<file path="config.mk">
export PLATFORM = sky130hd
export DESIGN_NAME = sec_timer_irq
export DESIGN_NICKNAME = d
export VERILOG_FILES = /design/src/rtl/sec_timer_pkg.sv /design/src/rtl/tick_prescaler.sv /design/src/rtl/sec_countdown.sv /design/src/rtl/irq_combine.sv /design/src/rtl/sec_timer_irq.sv
export SDC_FILE = /design/constraint.sdc
export NUM_CORES = 1
export LEC_CHECK = 0
export CORE_UTILIZATION = 57
export CTS_CLUSTER_DIAMETER = 30
export CTS_CLUSTER_SIZE = 24
export DETAILED_ROUTE_END_ITERATION = 12
export MAX_ROUTING_LAYER = met4
export PLACE_DENSITY = 0.79
export SLEW_MARGIN = 20
export SYNTH_ARGS = -nofsm -noshare
export SYNTH_HDL_FRONTEND = slang
export SYNTH_SLANG_ARGS = --single-unit
</file>
<file path="constraint.sdc">
create_clock -name clk_i -period 2.5 [get_ports clk_i]
set_input_delay 0.25 -clock clk_i [delete_from_list [all_inputs] [get_ports clk_i]]
set_output_delay 0.25 -clock clk_i [all_outputs]
set_load 0.005 [all_outputs]
</file>
<file path="src/rtl/sec_timer_pkg.sv">
package sec_timer_pkg;

    localparam int unsigned BYTE_W    = 8;
    localparam int unsigned CNT_BYTES = 2;
    localparam int unsigned CNT_W     = BYTE_W * CNT_BYTES;

    typedef logic [CNT_W-1:0]  count_t;
    typedef logic [BYTE_W-1:0] byte_t;

    typedef enum logic {
        SEL_COUNT = 1'b0,
        SEL_CTRL  = 1'b1
    } reg_sel_e;

    typedef enum logic {
        HALF_LO = 1'b0,
        HALF_HI = 1'b1
    } byte_half_e;

    typedef struct packed {
        count_t value;
        logic   term;
    } countdown_t;

    typedef struct packed {
        count_t     value;
        logic       held;
        byte_half_e half;
    } snapshot_t;

    function automatic byte_t pick_byte(input count_t v, input byte_half_e h);
        return (h == HALF_HI) ? v[CNT_W-1:BYTE_W] : v[BYTE_W-1:0];
    endfunction

    function automatic byte_half_e next_half(input byte_half_e h);
        return (h == HALF_LO) ? HALF_HI : HALF_LO;
    endfunction

endpackage

</file>
<file path="src/rtl/tick_prescaler.sv">
module tick_prescaler #(
    parameter int unsigned PRESCALE_DIV = 15611
) (
    input  logic clk_i,
    input  logic rst_i,
    input  logic tick_i,
    output logic sec_stb_o
);
    localparam int unsigned PRE_W = (PRESCALE_DIV > 1) ? $clog2(PRESCALE_DIV) : 1;
    localparam logic [PRE_W-1:0] PRE_LAST = PRE_W'(PRESCALE_DIV - 1);

    logic [PRE_W-1:0] pre_q;
    logic             wrap;

    assign wrap = tick_i && (pre_q == PRE_LAST);

    always_ff @(posedge clk_i) begin
        if (rst_i) begin
            pre_q     <= '0;
            sec_stb_o <= 1'b0;
        end else begin
            sec_stb_o <= wrap;
            if (tick_i) begin
                pre_q <= wrap ? '0 : pre_q + 1'b1;
            end
        end
    end

    // the divider index never leaves its range
    p_pre_range_r2: assert property (@(posedge clk_i) disable iff (rst_i)
        pre_q <= PRE_LAST);

    // a seconds enable only follows a tick
    p_stb_after_tick_r2: assert property (@(posedge clk_i) disable iff (rst_i)
        sec_stb_o |-> $past(tick_i));

    generate
        if (PRESCALE_DIV > 1) begin : g_multi
            // consecutive enables cannot occur with a divider above one
            p_stb_single_r2: assert property (@(posedge clk_i) disable iff (rst_i)
                sec_stb_o |=> !sec_stb_o);
        end
    endgenerate

endmodule

</file>
<file path="src/rtl/sec_countdown.sv">
module sec_countdown
    import sec_timer_pkg::*;
(
    input  logic     clk_i,
    input  logic     rst_i,
    input  logic     sec_stb_i,
    input  logic     wr_en_i,
    input  logic     rd_en_i,
    input  reg_sel_e sel_i,
    input  byte_t    wdata_i,
    output byte_t    rdata_o,
    output logic     term_o
);
    countdown_t cd_q;
    snapshot_t  snap_q;
    byte_half_e wr_half_q;
    byte_t      lo_hold_q;

    logic count_wr, ctrl_wr, count_rd, hi_load;
    count_t src_value;

    assign count_wr = wr_en_i && (sel_i == SEL_COUNT);
    assign ctrl_wr  = wr_en_i && (sel_i == SEL_CTRL);
    assign count_rd = rd_en_i && (sel_i == SEL_COUNT);
    assign hi_load  = count_wr && (wr_half_q == HALF_HI);

    // write side: low byte parks in a holding register, high byte commits
    always_ff @(posedge clk_i) begin
        if (rst_i) begin
            wr_half_q <= HALF_LO;
            lo_hold_q <= '0;
        end else if (count_wr) begin
            wr_half_q <= next_half(wr_half_q);
            if (wr_half_q == HALF_LO) begin
                lo_hold_q <= wdata_i;
            end
        end
    end

    // countdown and sticky terminal flag
    always_ff @(posedge clk_i) begin
        if (rst_i) begin
            cd_q <= '{value: '0, term: 1'b0};
        end else if (hi_load) begin
            cd_q.value <= {wdata_i, lo_hold_q};
            cd_q.term  <= 1'b0;
        end else if (sec_stb_i) begin
            cd_q.value <= cd_q.value - 1'b1;
            if (cd_q.value == count_t'(1)) begin
                cd_q.term <= 1'b1;
            end
        end
    end

    // read side: optional snapshot, bytes returned low then high
    always_ff @(posedge clk_i) begin
        if (rst_i) begin
            snap_q <= '{value: '0, held: 1'b0, half: HALF_LO};
        end else if (ctrl_wr) begin
            snap_q.value <= cd_q.value;
            snap_q.held  <= 1'b1;
            snap_q.half  <= HALF_LO;
        end else if (count_rd) begin
            snap_q.half <= next_half(snap_q.half);
            if (snap_q.half == HALF_HI) begin
                snap_q.held <= 1'b0;
            end
        end
    end

    assign src_value = snap_q.held ? snap_q.value : cd_q.value;

    always_comb begin
        rdata_o = '0;
        if (sel_i == SEL_COUNT) begin
            rdata_o = pick_byte(src_value, snap_q.half);
        end
    end

    assign term_o = cd_q.term;

    // the flag holds until a high-byte write
    p_term_sticky_r5: assert property (@(posedge clk_i) disable iff (rst_i)
        cd_q.term && !hi_load |=> cd_q.term);

    // a high-byte write always leaves the flag clear
    p_term_clear_r6: assert property (@(posedge clk_i) disable iff (rst_i)
        hi_load |=> !cd_q.term);

    // the flag rises only together with a zero count
    p_term_rise_r4: assert property (@(posedge clk_i) disable iff (rst_i)
        $rose(cd_q.term) |-> (cd_q.value == '0) && $past(sec_stb_i));

    // each enable without a load takes exactly one off the count
    p_step_one_r2: assert property (@(posedge clk_i) disable iff (rst_i)
        sec_stb_i && !hi_load |=> cd_q.value == $past(cd_q.value) - count_t'(1));

    // a held snapshot does not move while reads are pending
    p_snap_frozen_r7: assert property (@(posedge clk_i) disable iff (rst_i)
        snap_q.held && !ctrl_wr |=> $stable(snap_q.value));

endmodule

</file>
<file path="src/rtl/irq_combine.sv">
module irq_combine (
    input  logic clk_i,
    input  logic rst_i,
    input  logic term_i,
    input  logic mask_i,
    input  logic ext_irq_n_i,
    output logic irq_n_o
);
    logic internal_req;
    logic external_req;

    assign internal_req = term_i & mask_i;
    assign external_req = ~ext_irq_n_i;
    assign irq_n_o      = ~(internal_req | external_req);

    // external request cannot be masked
    p_ext_wins_r9: assert property (@(posedge clk_i) disable iff (rst_i)
        !ext_irq_n_i |-> !irq_n_o);

    // a cleared mask silences the flag
    p_mask_blocks_r8: assert property (@(posedge clk_i) disable iff (rst_i)
        !mask_i && ext_irq_n_i |-> irq_n_o);

    // no interrupt without a cause
    p_idle_high_r10: assert property (@(posedge clk_i) disable iff (rst_i)
        ext_irq_n_i && !term_i |-> irq_n_o);

endmodule

</file>
<file path="src/rtl/sec_timer_irq.sv">
module sec_timer_irq
    import sec_timer_pkg::*;
#(
    parameter int unsigned PRESCALE_DIV = 15611
) (
    input  logic       clk_i,
    input  logic       rst_i,
    input  logic       tick_i,
    input  logic       wr_en_i,
    input  logic       rd_en_i,
    input  logic       addr_i,
    input  logic [7:0] wdata_i,
    output logic [7:0] rdata_o,
    input  logic       mask_i,
    input  logic       ext_irq_n_i,
    output logic       term_o,
    output logic       irq_n_o
);
    logic     sec_stb;
    logic     term;
    reg_sel_e sel;

    assign sel = reg_sel_e'(addr_i);

    tick_prescaler #(.PRESCALE_DIV(PRESCALE_DIV)) u_pre (
        .clk_i     (clk_i),
        .rst_i     (rst_i),
        .tick_i    (tick_i),
        .sec_stb_o (sec_stb)
    );

    sec_countdown u_cd (
        .clk_i     (clk_i),
        .rst_i     (rst_i),
        .sec_stb_i (sec_stb),
        .wr_en_i   (wr_en_i),
        .rd_en_i   (rd_en_i),
        .sel_i     (sel),
        .wdata_i   (wdata_i),
        .rdata_o   (rdata_o),
        .term_o    (term)
    );

    irq_combine u_irq (
        .clk_i       (clk_i),
        .rst_i       (rst_i),
        .term_i      (term),
        .mask_i      (mask_i),
        .ext_irq_n_i (ext_irq_n_i),
        .irq_n_o     (irq_n_o)
    );

    assign term_o = term;

    // reset leaves the flag low
    p_reset_clear_r1: assert property (@(posedge clk_i)
        $past(rst_i) |-> !term_o);

endmodule

</file>
==> flow_metrics.tcl, run 1 <==
set metrics [dict create \
    synth_mux_area_share_pct 9.349 \
    cts_setup_buffers 0 \
    die_height_um 72.39 \
    diode_insertion_count_for_antenna_repair 0 \
    clkLatencyLatePin_ns 0.34 \
    global_routing_usage_summed_across_all_routing_layers_pct 27.34 \
    antenna_found_initial 0 \
    slew_violations 0 \
    timing.critical_path.required_ns 2.25 \
    route.detailed.vias_per_inst 5.695 \
    max-slew-margin-rel_pct 61.27 \
    drtIter0Drc 230 \
    ys_top_cells_by_area "sky130_fd_sc_hd__dfxtp_1 42%, sky130_fd_sc_hd__nand2_1 6.1%, sky130_fd_sc_hd__mux4_2 5.6%" \
    timing.setup.tns_ns 0 \
    synth_xor_xnor_area_share_pct 8.064 \
    vias 2392 \
    starting_density_pct 59.39 \
    ctsHtreeMaxLevel 3 \
    hpwlAfterDp_um 4162 \
    cts.root.buffer_cell "sky130_fd_sc_hd__clkbuf_8" \
    overflow 0 \
    synth-simple-area-share_pct 25.88 \
    syn2layout_area_growth_pct 18.25 \
    synth_top_family_by_area "simple AND/OR/NAND/NOR gates" \
    placement_rows 25 \
    post-place-ws_ns 0.4612 \
    ios 26 \
    yosys_most_used_dff "sky130_fd_sc_hd__dfxtp_1" \
    clock.fmax_mhz 415.8 \
    final_nets 370 \
    buffer_ports.inserted 25 \
    average_footprint_of_a_synthesized_cell_sq_um 8.770 \
    hold_buffers 0 \
    power_leakage_nw 1.166 \
    net_count_after_synthesis 342 \
    yosys_warnings 0 \
    clkSlewWorstSetupHoldPaths_ns 0.06 \
    synth_fa_ha_area_share_pct 1.772 \
    layout_worst_path_cycle_share_pct 96.20 \
    regArea_sq_mm 0.001181 \
    crit_fanout 11 \
    route.antenna.remaining_nets 0 \
    critical_path.cell_chain "mux4_2 -> nor2b_1 -> clkdlybuf4s50_1" \
    run_status "finished clean" \
    cts_tree "yes" \
    final_hold_viol_count 0 \
    drc 0 \
    routed_wirelength_um 6308 \
    skew_ns 0.004769 \
    drive_gt1_share_pct 9.915 \
    mapped_cell_area_sq_mm 0.002824 \
    yosysTopAreaCell "sky130_fd_sc_hd__dfxtp_1" \
    synth_cells 322 \
    grt_first_pass_wirelength_um 10330 \
    ys_async_sr_fraction_pct 0 \
    critPathLaunchType "flop" \
    powerDensity_mw_per_mm2 581.8 \
    post_drt_wl_per_cell_um 15.02 \
    cts.sinks 59 \
    grt_setup_unrepaired "false" \
    setup.worst_path.class "reg2out" \
    vdd_ir_drop_max_uv 401.0 \
    max-cap-violations 0 \
    cts.repair.resized 0 \
    first_pass_iters 4 \
    seq_area_frac_synth_pct 41.83 \
    share_of_the_synthesized_area_in_compound_gates_ao_oa_aoi_oai_pct 10.01 \
    postSynthRegisterBits 59 \
    min-delay-path-class "reg2reg" \
    arrival_ns 2.15 \
    grt_max_degree 49 \
    synth_edf_count 0 \
    chipWidth_um 72.39 \
    finalWorstSetupSlack_ns 0.09504 \
    timing.critical_path.slowest_cell_delay_ns 0.63 \
    master_of_the_slowest_instance_on_the_critical_path "sky130_fd_sc_hd__dfxtp_1" \
    finalSetupViolations 0 \
    multiInputGateArea_sq_mm 0.001555 \
    tightestPinTransition_ns 0.5809 \
    yosys.area.top_type_share_pct 41.83 \
    cts-buffers-inserted 9 \
    max_root_sink_buffers 2 \
    timing.critical_path.to_type "primary output" \
    synth.distinct_cells 44 \
    globalplace.congestion 0.8987 \
    final_period_minus_worst_setup_slack_ns 2.405 \
    first_global_vias 2173 \
    fillCellCount 393 \
    design.die.area_sq_mm 0.005240 \
    core_region_area_sq_mm 0.004755 \
]
power breakdown:
| part | total (mW) | internal, mW | switching, mW |
|---|---|---|---|
| combinational | 0.190 | 0.0977 | 0.0918 |
| clock | 0.756 | 0.397 | 0.359 |
| sequential | 0.998 | 0.964 | 0.0339 |
| total | 1.94 | 1.46 | 0.484 |
worst paths after layout:
path / start / endpoint / slack [ns] / cells after the start
worst min register to register: u_cd.snap_q[5] / u_cd.snap_q[5] / 0.45 / 2
worst min-delay path: u_cd.snap_q[5] / u_cd.snap_q[5] / 0.45 / 2
worst max-delay path: u_cd.snap_q[0] / rdata_o[7] / 0.1 / 3
worst max register to register: u_cd.cd_q[10] / u_cd.cd_q[16] / 0.56 / 4
layer usage:
layer  share of wire [%]  global-route usage [%]  vias to the layer above
li1                    -                       -                     1181
met1                  45                   35.64                     1128
met2                  46                   40.39                       73
met3                 6.7                   6.667                       10
met4                 1.8                   11.98                        0
met5                   0                       -                        -
critical path, delay by kind of cell, from the launching register on:
family / cells / cell delay [ns]
flops: 1 / 0.63
buf+inv: 1 / 0.46
mux: 1 / 0.57
simple gates: 1 / 0.15
layout make-up:
| class | instances | area share, % |
|---|---|---|
| flip-flops and latches | 59 | 35.37 |
| inverters | 6 | 0.6744 |
| clock inverters | 3 | 0.4496 |
| well taps | 67 | 2.510 |
| clock buffers | 11 | 4.534 |
| multi-input cells | 240 | 46.57 |
| repair buffers | 34 | 9.891 |
Yosys cell counts, types with 4 or more instances:
library cell and instances:
sky130_fd_sc_hd__nand4_1 5, sky130_fd_sc_hd__nand3_1 8, sky130_fd_sc_hd__mux4_2 7, sky130_fd_sc_hd__nor3_1 9, sky130_fd_sc_hd__dfxtp_1 59, sky130_fd_sc_hd__xor2_1 12
sky130_fd_sc_hd__inv_1 6, sky130_fd_sc_hd__xnor2_1 14, sky130_fd_sc_hd__nor2_1 42, sky130_fd_sc_hd__nor4_1 5, sky130_fd_sc_hd__nor3b_1 5, sky130_fd_sc_hd__nand2_1 46
sky130_fd_sc_hd__nor2b_1 9, sky130_fd_sc_hd__a21oi_1 22, sky130_fd_sc_hd__nand3b_1 4, sky130_fd_sc_hd__a211oi_1 11, sky130_fd_sc_hd__mux2i_1 8, sky130_fd_sc_hd__clkbuf_1 15
sky130_fd_sc_hd__ha_1 4
cells in the final DEF, fill, tap and decap left out, drive strengths merged, types with 2 or more instances in the layout:
cell type,instances
mux2i,8
xor2,12
nand2,46
clkinv,3
o22ai,2
nor3,9
or3,3
nand3,8
nor4,6
ha,4
xnor2,14
inv,6
nand4b,2
dfxtp,59
mux4,8
or4,3
buf,9
o211ai,2
nand2b,2
clkdlybuf4s50,25
nor2b,9
or2,2
nand3b,4
nand4,5
clkbuf,11
nor2,42
nor3b,5
a21oi,22
a211oi,11
through the flow:
stage	power, mW	instances	instance area (sq um)	utilization (%)	hold slack [ns]
after floorplan	1.130	322	2824	-	0.3972
after global placement	1.202	406	3173	66.74	0.4410
after detailed placement	1.206	406	3173	66.74	0.4476
after CTS	1.956	420	3339	70.24	0.4549
after global routing	2.023	420	3339	70.24	0.4810
final	1.943	420	3339	70.24	0.4523
sequential cells by signal (all words and copies together) (netlist names):
| name | count |
|---|---|
| u_pre.pre_q | 14 |
| u_pre.sec_stb_o | 1 |
| u_cd.cd_q | 16 |
| u_cd.wr_half_q | 1 |
| u_cd.snap_q | 18 |
| u_cd.term_o | 1 |
| u_cd.lo_hold_q | 8 |
kinds of logic after synthesis:
kind of cell | Yosys count
muxes | 16
DFF | 59
AOI/OAI and AO/OA | 45
xor gates and xnor gates | 26
adders and majority gates | 4
and+or+nand+nor | 149
buffers and inverters | 23
Power figures use the tool's default switching activity.
==> run 2, diff against run 1 <==
ABC_AREA = 1   (was unset)
CORE_UTILIZATION = 52   (was 57)
PLACE_DENSITY = 0.76   (was 0.79)
clock period = 2 ns   (was 2.5 ns; I/O delays follow)
==> run 2 against run 1 <==
Effect of this change:
- clock skew up 0.0047 ns
- non-clock buffer count grew 5
- global-route usage is 0.20 points higher
- synthesized cell count increased by 45%
- cell count is 37% higher
- utilization is 4.5 points lower
- wire length up 24%
- area after synthesis grew 11%
- via count increased by 27%
- first-iteration DRC count rose by 16%
- worst hold slack worse by 0.0077 ns
- critical path type unchanged
==> flow_metrics.tcl, run 2 <==
set metrics [dict create \
    drtIter0Drc 266 \
    routed_wirelength_um 7805 \
    most_frequent_cells_after_synthesis "82 x sky130_fd_sc_hd__nand2_1, 64 x sky130_fd_sc_hd__a21oi_1, 64 x sky130_fd_sc_hd__inv_1" \
    ios 26 \
    drive_gt1_share_pct 11.16 \
    powerDensity_mw_per_mm2 772.6 \
    clock.fmax_mhz 570.7 \
    p_int_mw 2.200 \
    hold_buffers 0 \
    global_routing_usage_summed_across_all_routing_layers_pct 27.54 \
    vias 3030 \
    drc 0 \
    power.share.sequential_pct 43.2 \
    clock_network_fraction_of_design_power_pct 46.5 \
    antenna_found_initial 0 \
    power_switching_mw 0.6825 \
    vdd_ir_drop_max_uv 543.4 \
    cts.root.buffer_cell "sky130_fd_sc_hd__clkbuf_8" \
    starting_density_pct 55.38 \
    regMostFlops "u_cd.snap_q" \
    final_nets 517 \
    timing.setup.tns_ns 0 \
    power_leakage_nw 1.498 \
    setup.worst_path.class "reg2out" \
    placement_rows 27 \
    ctsHtreeMaxLevel 3 \
    yosys_warnings 0 \
    seq_area_frac_synth_pct 37.58 \
    skew_ns 0.009494 \
    crit_fanout 31 \
    route.detailed.vias_per_inst 5.279 \
    globalplace.congestion 0.8949 \
    mapped_cell_area_sq_mm 0.003143 \
    yosysTopAreaCell "sky130_fd_sc_hd__dfxtp_1" \
    syn2layout_area_growth_pct 18.71 \
    yosys_most_used_dff "sky130_fd_sc_hd__dfxtp_1" \
    max_root_sink_buffers 2 \
    ys_top_cells_by_area "sky130_fd_sc_hd__dfxtp_1 38%, sky130_fd_sc_hd__a21oi_1 10%, sky130_fd_sc_hd__nand2_1 9.8%" \
    cts.sinks 59 \
    first_pass_iters 5 \
    synth_edf_count 0 \
    tightestPinTransition_ns 0.3152 \
    final_core_utilization_pct 65.74 \
    power.combinational.fraction_pct 10.4 \
    grt_setup_unrepaired "false" \
    first_global_vias 2725 \
    min-delay-path-class "reg2reg" \
    max-cap-violations 0 \
    die_height_um 79.75 \
    overflow 0 \
    cts_setup_buffers 0 \
    run_status "finished clean" \
    layout_worst_path_cycle_share_pct 87.61 \
    design.die.area_sq_mm 0.006359 \
    synth_cells 466 \
    net_count_after_synthesis 486 \
    finalSetupViolations 0 \
    clkLatencyLatePin_ns 0.34 \
    critPathLaunchType "flop" \
    postSynthRegisterBits 59 \
    cts_tree "yes" \
    chipWidth_um 79.75 \
    yosysMostFrequentCell "sky130_fd_sc_hd__nand2_1" \
    cts-buffers-inserted 9 \
    layout.cells.most_common_list "82 x sky130_fd_sc_hd__nand2_1, 64 x sky130_fd_sc_hd__a21oi_1, 62 x sky130_fd_sc_hd__inv_1" \
    average_footprint_of_a_synthesized_cell_sq_um 6.745 \
    final_hold_viol_count 0 \
    diode_insertion_count_for_antenna_repair 0 \
    largest_register_ffs 18 \
    core_region_area_sq_mm 0.005675 \
    sw_frac_of_total_pct 23.68 \
    synth.distinct_cells 30 \
    route.antenna.remaining_nets 0 \
    clkSlewWorstSetupHoldPaths_ns 0.07 \
    final_period_minus_worst_setup_slack_ns 1.752 \
    timing.critical_path.to_type "primary output" \
    top_regs "u_cd.snap_q (18), u_cd.cd_q (16), u_pre.pre_q (14)" \
    layout_commonest_cell "sky130_fd_sc_hd__nand2_1" \
    grt_first_pass_wirelength_um 12810 \
    slew_violations 0 \
    fillCellCount 519 \
    timing.critical_path.required_ns 1.80 \
    yosys.area.top_type_share_pct 37.58 \
    hpwlAfterDp_um 5639 \
    max-slew-margin-rel_pct 78.76 \
    arrival_ns 1.55 \
    grt_max_degree 32 \
    buffer_ports.inserted 25 \
    ys_async_sr_fraction_pct 0 \
    post_drt_wl_per_cell_um 13.60 \
]
run 2: kinds of logic (layout without fill, tap and decap cells):
family / Yosys count / after routing / synth area share [%]
AOI/OAI and AO/OA: 126 / 126 / 20.54
and+or+nand+nor: 180 / 180 / 26.23
xor gates and xnor gates: 8 / 8 / 2.229
adders and majority gates: 4 / 4 / 1.592
buffers and inverters: 89 / 125 / 11.82
DFF: 59 / 59 / 37.58
run 2: path summary, 6_finish.rpt:
path                                         from                 to  slack (ns)  cells past startpoint
worst max-delay path               u_cd.snap_q[1]         rdata_o[3]        0.25                      6
worst min-delay path            u_cd.lo_hold_q[2]  u_cd.lo_hold_q[2]        0.44                      2
worst max register to register     u_pre.pre_q[0]    u_pre.pre_q[10]        0.58                      9
worst min register to register  u_cd.lo_hold_q[2]  u_cd.lo_hold_q[2]        0.44                      2
run 2: through the flow:
step	instance area (sq um)	hold slack (ns)	instances	total power [mW]	setup slack, ns
2_1_floorplan	3143	0.3594	466	1.451	0.7407
3_3_place_gp	3495	0.4338	558	1.563	0.2899
3_5_place_dp	3495	0.4346	558	1.570	0.3026
4_1_cts	3729	0.4468	574	2.901	0.007249
5_1_grt	3731	0.4667	574	3.004	0.05929
6_report	3731	0.4446	574	2.882	0.2478
run 2: layout make-up:
class	instances	area (sq um)	share of cell area, %
inverters	70	265.3	7.109
repair buffers	39	361.6	9.691
flip-flops and latches	59	1182	31.69
clock inverters	5	100.1	2.683
well taps	72	90.09	2.414
clock buffers	11	141.4	3.789
multi-input cells	318	1590	42.62
run 2: power groups by stage:
stage          registers [mW]  clock network [mW]  logic, mW
2_1_floorplan            1.26                   0      0.191
3_3_place_gp             1.27                   0      0.295
3_5_place_dp             1.27                   0      0.301
4_1_cts                  1.24                1.36      0.297
5_1_grt                  1.25                1.42      0.335
6_report                 1.24                1.34      0.298
run 2: metal layers:
metal | vias up | part of all wire, % | routed length [um] | global-route usage, %
li1 | 1569 | - | - | -
met1 | 1359 | 46 | 3578 | 33.50
met2 | 86 | 47 | 3634 | 43.76
met3 | 16 | 4.9 | 385 | 6.286
met4 | 0 | 2.7 | 207 | 11.79
met5 | - | 0 | 0 | -
run 2: worst max-delay path: stages, from the launching register on:
cell	delay (ns)
sky130_fd_sc_hd__dfxtp_2	0.34
sky130_fd_sc_hd__inv_1	0.06
sky130_fd_sc_hd__buf_12	0.16
sky130_fd_sc_hd__a21oi_1	0.13
sky130_fd_sc_hd__o21ai_0	0.09
sky130_fd_sc_hd__a21oi_1	0.18
sky130_fd_sc_hd__dlygate4sd2_1	0.26
run 2: what timing repair did:
action,in CTS,in global routing
gates resized for setup,10,1
pin swaps,1,0
setup endpoints to repair,8,1
